===== src/rtl/setup_buf_pkg.sv =====
package setup_buf_pkg;
    parameter int BYTES  = 8;
    parameter int DATA_W = 8;
    localparam int IDX_W = $clog2(BYTES);
    localparam int CNT_W = $clog2(BYTES + 2);

    typedef logic [DATA_W-1:0] byte_t;
    typedef logic [IDX_W-1:0]  idx_t;
    typedef logic [CNT_W-1:0]  cnt_t;

    // closing event of a reception
    typedef struct packed {
        logic good;
        logic bad;
    } rx_close_t;

    function automatic idx_t idx_step(idx_t cur);
        if (int'(cur) == BYTES - 1) return '0;
        return cur + 1'b1;
    endfunction
endpackage


===== src/rtl/setup_store.sv =====
module setup_store
    import setup_buf_pkg::*;
(
    input  logic      clk,
    input  logic      rst,
    input  logic      usb_start,
    input  logic      usb_valid,
    input  byte_t     usb_data,
    input  logic      usb_end,
    input  idx_t      rd_idx,
    output byte_t     rd_byte,
    output logic      receiving,
    output rx_close_t rx_close
);
    logic  rx_q;
    cnt_t  count_q, count_next;
    byte_t slot_q [BYTES];
    logic  accept;

    assign accept = rx_q && !usb_start && usb_valid;

    always_comb begin
        count_next = count_q;
        if (accept && count_q < cnt_t'(BYTES + 1))
            count_next = count_q + 1'b1;
    end

    always_ff @(posedge clk) begin
        if (rst) begin
            rx_q    <= 1'b0;
            count_q <= '0;
        end else if (usb_start) begin
            rx_q    <= 1'b1;
            count_q <= '0;
        end else if (rx_q) begin
            count_q <= count_next;
            if (usb_end) rx_q <= 1'b0;
        end
    end

    for (genvar g = 0; g < BYTES; g++) begin : g_slot
        always_ff @(posedge clk) begin
            if (rst)
                slot_q[g] <= '0;
            else if (accept && count_q == cnt_t'(g))
                slot_q[g] <= usb_data;
        end
    end

    assign rd_byte        = slot_q[rd_idx];
    assign receiving      = rx_q;
    assign rx_close.good  = rx_q && !usb_start && usb_end && count_next == cnt_t'(BYTES);
    assign rx_close.bad   = rx_q && !usb_start && usb_end && count_next != cnt_t'(BYTES);


    count_sat_chk: assert property (@(posedge clk) disable iff (rst)
        count_q <= cnt_t'(BYTES + 1));


    idle_stable_chk: assert property (@(posedge clk) disable iff (rst)
        (!rx_q && !usb_start) |=> $stable(count_q) && !rx_q);
endmodule


===== src/rtl/setup_read_port.sv =====
module setup_read_port
    import setup_buf_pkg::*;
(
    input  logic  clk,
    input  logic  rst,
    input  logic  cpu_rd,
    input  byte_t rd_byte,
    output idx_t  rd_idx,
    output byte_t cpu_rdata
);
    idx_t  idx_q;
    byte_t data_q;

    always_ff @(posedge clk) begin
        if (rst) begin
            idx_q  <= '0;
            data_q <= '0;
        end else if (cpu_rd) begin
            idx_q  <= idx_step(idx_q);
            data_q <= rd_byte;
        end
    end

    assign rd_idx    = idx_q;
    assign cpu_rdata = data_q;


    ptr_step_chk: assert property (@(posedge clk) disable iff (rst)
        (cpu_rd && idx_q == '0) |=> idx_q == idx_t'(1));


    ptr_hold_chk: assert property (@(posedge clk) disable iff (rst)
        !cpu_rd |=> $stable(idx_q) && $stable(data_q));
endmodule


===== src/rtl/setup_flags.sv =====
module setup_flags
    import setup_buf_pkg::*;
(
    input  logic      clk,
    input  logic      rst,
    input  logic      usb_start,
    input  logic      receiving,
    input  rx_close_t rx_close,
    input  logic      cpu_rd,
    input  logic      rd_mid,
    input  logic      cpu_clr_inv,
    input  logic      cpu_ack,
    output logic      setup_rcvd,
    output logic      pkt_err,
    output logic      rd_invalid
);
    logic rcvd_q, err_q, inv_q, inv_set;

    assign inv_set = (usb_start && rd_mid) || (cpu_rd && (receiving || usb_start));

    always_ff @(posedge clk) begin
        if (rst) begin
            rcvd_q <= 1'b0;
            err_q  <= 1'b0;
            inv_q  <= 1'b0;
        end else begin
            if (inv_set)          inv_q <= 1'b1;
            else if (cpu_clr_inv) inv_q <= 1'b0;

            if (usb_start) begin
                rcvd_q <= 1'b0;
                err_q  <= 1'b0;
            end else if (rx_close.good) begin
                rcvd_q <= 1'b1;
                err_q  <= 1'b0;
            end else if (rx_close.bad) begin
                err_q  <= 1'b1;
            end else if (cpu_ack) begin
                rcvd_q <= 1'b0;
            end
        end
    end

    assign setup_rcvd = rcvd_q;
    assign pkt_err    = err_q;
    assign rd_invalid = inv_q;


    rcvd_after_end_chk: assert property (@(posedge clk) disable iff (rst)
        $rose(rcvd_q) |-> $past(rx_close.good));


    rcvd_err_excl_chk: assert property (@(posedge clk) disable iff (rst)
        !(rcvd_q && err_q));


    inv_cause_chk: assert property (@(posedge clk) disable iff (rst)
        $rose(inv_q) |-> $past(usb_start || cpu_rd));


    inv_sticky_chk: assert property (@(posedge clk) disable iff (rst)
        (inv_q && !cpu_clr_inv) |=> inv_q);
endmodule


===== src/rtl/setup_pkt_buf.sv =====
module setup_pkt_buf
    import setup_buf_pkg::*;
(
    input  logic        clk,
    input  logic        rst,
    input  logic        usb_start,
    input  logic        usb_valid,
    input  logic [7:0]  usb_data,
    input  logic        usb_end,
    input  logic        cpu_rd,
    input  logic        cpu_clr_inv,
    input  logic        cpu_ack,
    output logic [7:0]  cpu_rdata,
    output logic        setup_rcvd,
    output logic        pkt_err,
    output logic        rd_invalid
);
    idx_t      rd_idx;
    byte_t     rd_byte;
    logic      receiving;
    rx_close_t rx_close;

    setup_store u_store (
        .clk       (clk),
        .rst       (rst),
        .usb_start (usb_start),
        .usb_valid (usb_valid),
        .usb_data  (usb_data),
        .usb_end   (usb_end),
        .rd_idx    (rd_idx),
        .rd_byte   (rd_byte),
        .receiving (receiving),
        .rx_close  (rx_close)
    );

    setup_read_port u_read (
        .clk       (clk),
        .rst       (rst),
        .cpu_rd    (cpu_rd),
        .rd_byte   (rd_byte),
        .rd_idx    (rd_idx),
        .cpu_rdata (cpu_rdata)
    );

    setup_flags u_flags (
        .clk         (clk),
        .rst         (rst),
        .usb_start   (usb_start),
        .receiving   (receiving),
        .rx_close    (rx_close),
        .cpu_rd      (cpu_rd),
        .rd_mid      (rd_idx != '0),
        .cpu_clr_inv (cpu_clr_inv),
        .cpu_ack     (cpu_ack),
        .setup_rcvd  (setup_rcvd),
        .pkt_err     (pkt_err),
        .rd_invalid  (rd_invalid)
    );


    strobe_excl_chk: assert property (@(posedge clk) disable iff (rst)
        !(usb_start && usb_end));


    start_clears_chk: assert property (@(posedge clk) disable iff (rst)
        usb_start |=> !setup_rcvd && !pkt_err);
endmodule


===== config.mk =====
export PLATFORM = sky130hd
export DESIGN_NAME = setup_pkt_buf
export DESIGN_NICKNAME = d
export VERILOG_FILES = /design/src/rtl/setup_buf_pkg.sv /design/src/rtl/setup_store.sv /design/src/rtl/setup_read_port.sv /design/src/rtl/setup_flags.sv /design/src/rtl/setup_pkt_buf.sv
export SDC_FILE = /design/constraint.sdc
export NUM_CORES = 1
export LEC_CHECK = 0
export CAP_MARGIN = 20
export CORE_MARGIN = 10
export CORE_UTILIZATION = 35
export DETAILED_ROUTE_END_ITERATION = 6
export GPL_ROUTABILITY_DRIVEN = 1
export GPL_TIMING_DRIVEN = 1
export PLACE_DENSITY = 0.57
export SLEW_MARGIN = 20
export SYNTH_ARGS = -nofsm -noshare
export SYNTH_HDL_FRONTEND = slang
export SYNTH_HIERARCHICAL = 1
export SYNTH_SLANG_ARGS = --single-unit

===== constraint.sdc =====
create_clock -name clk -period 2.02 [get_ports clk]
set_input_delay 0.303 -clock clk [delete_from_list [all_inputs] [get_ports clk]]
set_output_delay 0.303 -clock clk [all_outputs]
set_load 0.05 [all_outputs]

* After elaboration in Yosys (flattened, before gate mapping)
Memory sizes are Yosys's and may differ from the RTL's. A register that Yosys moved wholly into a read port is not among the register bits.
Index checks and enable logic that the tools add are counted.
W data, S select, Z words.
** Storage, ports and cells
- RAM bits :: 64
- Output and inout port bits :: 11
- Memories kept :: 1
- Input port bits :: 16
- Word-level logic and storage cells :: 103
- Bits in registers :: 11
** Memory list
- u_store.slot_q :: depth 8, bits a word 8, read ports 1, clocked after memory_dff 1, write ports 8, RTL line setup_store.sv:17 : byte_t slot_q [BYTES];
** Operators by class
- Add/subtract/negate cells :: 2
- Bitwise gates (word level) :: 8
- Multiplexer cells :: 48
- Equality and inequality tests :: 11
- Reduce and logical (&&, ||, !) cells :: 26
- Magnitude comparators :: 1
** Operators with widths (number)
- $mux W8 :: 8
- $mux W1 :: 37
- $eq A4 B3 Y1 const B :: 4
- $logic_and A1 B1 Y1 :: 16
- $eq A4 B2 Y1 const B :: 2
- $or A1 B1 Y1 :: 8
- $mux W3 :: 2
- $add A4 B1 Y4 const B :: 1
- $eq A4 B1 Y1 const B :: 1
- $eq A4 B4 Y1 const B :: 1
- $logic_not A4 Y1 :: 1
- $lt A4 B4 Y1 const B :: 1
- $mux W4 :: 1
- $ne A4 B4 Y1 const B :: 1
- $reduce_bool A2 Y1 :: 2
- $add A3 B1 Y3 const B :: 1
- $eq A3 B1 Y1 const B :: 1
- $reduce_bool A3 Y1 :: 1
- $reduce_or A3 Y1 :: 1
- $logic_or A1 B1 Y1 :: 2
- $ne A2 B1 Y1 const B :: 1
- $reduce_and A2 Y1 :: 1
- $reduce_or A2 Y1 :: 1
- $logic_not A1 Y1 :: 1

* Longest topological paths before layout
- Word-level depth :: 9
- Depth in mapped cells :: 9
- Depth with buffers taken out :: 9

* By module
The synthesis kept the hierarchy.
** By module, submodules not included
- setup_store :: seq. area each 2021.9 um^2, cells each 223, area each 3382.0 um^2, times used 1
- setup_read_port :: seq. area each 220.2 um^2, cells each 39, area each 419.2 um^2, times used 1
- setup_flags :: seq. area each 60.1 um^2, cells each 12, area each 113.9 um^2, times used 1
- setup_pkt_buf :: seq. area each 0.0 um^2, cells each 1, area each 6.3 um^2, times used 1

* Worst setup path before layout
No wires, ideal clock.
- Path kind :: register -> register
- Start :: register u_store.count_q[0]
- End :: register u_flags.rcvd_q, in the netlist u_flags/setup_rcvd
- Period minus slack after synthesis :: 1.783 ns
- Setup time :: 0.115 ns
- Data required time :: 1.905 ns
- Path slack :: 0.237 ns
- Cell stages (with the launch flop) :: 9
- Data arrival time :: 1.667 ns
- Buffers on the path :: 0
- Cell sequence :: dfxtp_1 inv_1 ha_1 a2111oi_0 o22ai_1 nor2b_1 nand2b_1 a21oi_1 nor3_1
** RTL lines
- start: declaration :: RTL line setup_store.sv:16 : cnt_t count_q, count_next;
- start signal: assignment :: RTL line setup_store.sv:36 : count_q <= count_next;
- end signal: assignment :: RTL line setup_flags.sv:23 : rcvd_q <= 1'b0;
- end signal: assignment :: RTL line setup_flags.sv:31 : rcvd_q <= 1'b0;
- end signal: assignment :: RTL line setup_flags.sv:34 : rcvd_q <= 1'b1;
- end: declaration :: RTL line setup_flags.sv:17 : logic rcvd_q, err_q, inv_q, inv_set;

==> flow_metrics.py <==
metrics = {
    "setup_path": {
        "cp_max_fo": 3,
        "critical_path_class": "flop to flop",
        "regToRegSetupSlack_ns": 0.18,
        "worstPathRequired_ns": 2.26,
        "cp_data_arrival_time_ns": 2.08,
        "worst_setup_path_end_kind": "flop",
        "depth_of_the_most_critical_reg_to_reg_path": 9,
        "critPathLaunchType": "flop",
    },
    "global_routing": {
        "grt_pass1_wl_um": 13290,
        "largest_net_degree_at_the_start_of_global_routing": 27,
        "grt_util_all_layers": 0.1077,
        "global_route.overflow_total": 0,
        "antenna_found_initial": 0,
        "vias_in_the_first_global_route": 2334,
    },
    "yosys": {
        "ys.warnings.count": 6,
        "synth_edf_count": 64,
        "synthesis.area_per_instance_um2": 14.26,
        "mappedNetlistNets": 298,
        "netlist_area_um2": 3921,
        "synthesis.instances": 275,
        "ys_top_cells_by_area": "edfxtp_1, mux4_1, and2_1",
        "post-synth-top-area-cell": "edfxtp_1",
        "synth.yosys.seq_area_share": 0.5871,
        "register_bit_total_from_synthesis": 83,
        "yosysUniqueCellTypes": 40,
        "synth_commonest_cells": "and2_1, edfxtp_1, nor2_1, dfxtp_1, mux4_1",
        "async_flop_share": 0,
        "dominantRegCellSynth": "edfxtp_1",
        "synthDominantCellAreaShare": 0.4901,
    },
    "cells_and_area": {
        "post_route_cells_drive_above_1_share": 0.1667,
        "inserted_diodes": 0,
        "number_of_standard_cells_in_the_final_layout_excluding_fillers": 464,
        "synthToLayoutAreaGrowth_pct": 19.34,
        "final_net_count": 342,
    },
    "detailed_routing": {
        "drtPass1Iterations": 5,
        "starting_drc_count_in_detailed_routing": 108,
        "vias": 2274,
        "avgRoutedWirePerCell_um": 18.05,
        "post_drt_via_cell_ratio": 4.901,
        "drc": 0,
        "final_antenna_net_count": 0,
        "drt_wl_total_um": 8374,
    },
    "cts": {
        "clkLatencyLatePin_ns": 0.35,
        "cts.path.max_buffers": 2,
        "tritoncts.num_buffers": 9,
        "clkSlewWorstSetupHoldPaths_ns": 0.09,
        "root_buffer": "clkbuf_8",
        "cts_num_sinks": 83,
        "count_of_h_tree_levels_built_during_cts": 3,
        "clock_tree_from_tritoncts": "built",
        "count_of_hold_fix_buffers_inserted_at_cts": 0,
    },
    "timing": {
        "fraction_of_the_cycle_the_final_worst_path_needs": 0.9101,
        "max_freq_mhz": 544.0,
        "finalHoldViolations": 0,
        "final-setup-viol-count": 0,
        "total_negative_slack_ns": 0,
        "finalWorstPathRequiredPeriod_ns": 1.838,
        "worst_clock_skew_ns": 0.01567,
        "worst_slew_pin_tran_ns": 0.6777,
        "maxSlewViolCount": 0,
        "slew_headroom": 0.5465,
    },
    "placement": {
        "numPlacedInstances": 448,
        "dpl.hpwl_um": 5767,
        "io_buffer_count": 26,
        "place.gp.congestion": 0.7631,
    },
    "pwr": {
        "pwr_density_cell_nw_per_um2": 757.6,
        "max-vdd-ir-drop_v": 0.0003507,
        "report.power.total_mw": 3.545,
        "p_leak_nw": 1.744,
    },
    "floorplanning": {
        "io_pins": 27,
        "placementRows": 38,
        "die_area_um2": 15840,
        "placeableCoreArea_um2": 10890,
        "die-height_um": 125.8,
        "die_w_um": 125.8,
        "start_util": 0.3601,
    },
    "min_path": {
        "hold_path_depth": 2,
        "timing.hold.worst.class": "flop to flop",
    },
    "outcome": {
        "run_status": "complete, no violations",
    },
    "job": {
        "cap_viol_max_count": 0,
    },
}
## cell type report
class                   instances  area (um^2)
clock inverters                 7        90.09
clock buffers                   9        123.9
flip-flops and latches         83         2302
multi-input cells             179         1568
fillers                      1000         6208
inverters                       4        15.01
well taps                     140        175.2
repair buffers                 42        405.4
## power by group
group	total [mW]	internal, mW	switching (mW)
Combinational	0.344	0.159	0.185
Clock	1.29	0.692	0.595
Sequential	1.91	1.89	0.0220
## state kept, by name, summed over array words and instances (netlist names)
| register | flops |
|---|---|
| u_flags/rd_invalid | 1 |
| u_store/receiving | 1 |
| u_read/rd_idx | 3 |
| u_flags/setup_rcvd | 1 |
| u_store/slot_q | 64 |
| u_store/count_q | 4 |
| u_read/cpu_rdata | 8 |
| u_flags/pkt_err | 1 |
## kinds of logic (layout without fill, tap and decap cells)
kind of cell	Yosys count	after routing	synth area share
muxes	34	34	0.1557
buffers and inverters	13	62	0.02010
xor gates and xnor gates	1	1	0.002234
adders and majority gates	7	7	0.02233
DFF	83	83	0.5871
and+or+nand+nor	117	117	0.1758
AOI/OAI and AO/OA	20	20	0.03669
## metrics by stage
| stage | hold WS, ns | area (um^2) | util | setup slack [ns] |
|---|---|---|---|---|
| 2_1_floorplan | 0.3721 | 3921 | - | 0.2374 |
| 3_3_place_gp | 0.4717 | 4438 | 0.4076 | -0.1490 |
| 3_5_place_dp | 0.4839 | 4438 | 0.4076 | -0.1635 |
| 4_1_cts | 0.5084 | 4652 | 0.4273 | 0.09002 |
| 5_1_grt | 0.5387 | 4679 | 0.4298 | -0.01817 |
| 6_report | 0.4998 | 4679 | 0.4298 | 0.1817 |
## critical path, stage by stage, from the launching register on
cell       delay, ns
dfxtp_1         0.32
inv_1           0.10
ha_2            0.21
nand3b_1        0.13
a2111oi_4       0.34
o22ai_2         0.14
nor2b_1         0.16
nand2b_1        0.13
a21oi_1         0.13
nor3_1          0.05
## placed cells by master, fill, tap and decap left out, drive strengths merged, types with 4 or more instances in the layout
cell / count
a21oi: 6
a31o: 4
and2: 64
buf: 16
clkbuf: 9
clkdlybuf4s50: 26
dfxtp: 19
edfxtp: 64
ha: 7
inv: 5
mux2: 8
mux2i: 10
mux4: 16
nand2: 4
nand2b: 7
nor2: 23
nor3: 4
## final timing paths
path / from / endpoint
worst max-delay path: u_store/count_q[0] / u_flags/setup_rcvd
worst max register to register: u_store/count_q[0] / u_flags/setup_rcvd
worst min-delay path: u_read/cpu_rdata[2] / u_read/cpu_rdata[2]
worst min register to register: u_read/cpu_rdata[2] / u_read/cpu_rdata[2]
## repair_timing
item | in CTS | in global routing
hold endpoints to repair | 0 | 0
gates resized for setup | 0 | 5
setup buffers | 0 | 0
endpoints found under the setup margin | 0 | 2
## layer usage
metal,global-route usage,wire length (um),up-vias
met4,0.04287,148,0
met3,0.02475,265,13
met5,0,0,-
li1,-,-,1109
met2,0.1734,4168,36
met1,0.1370,3791,1116
(Power assumes the default switching activity.)
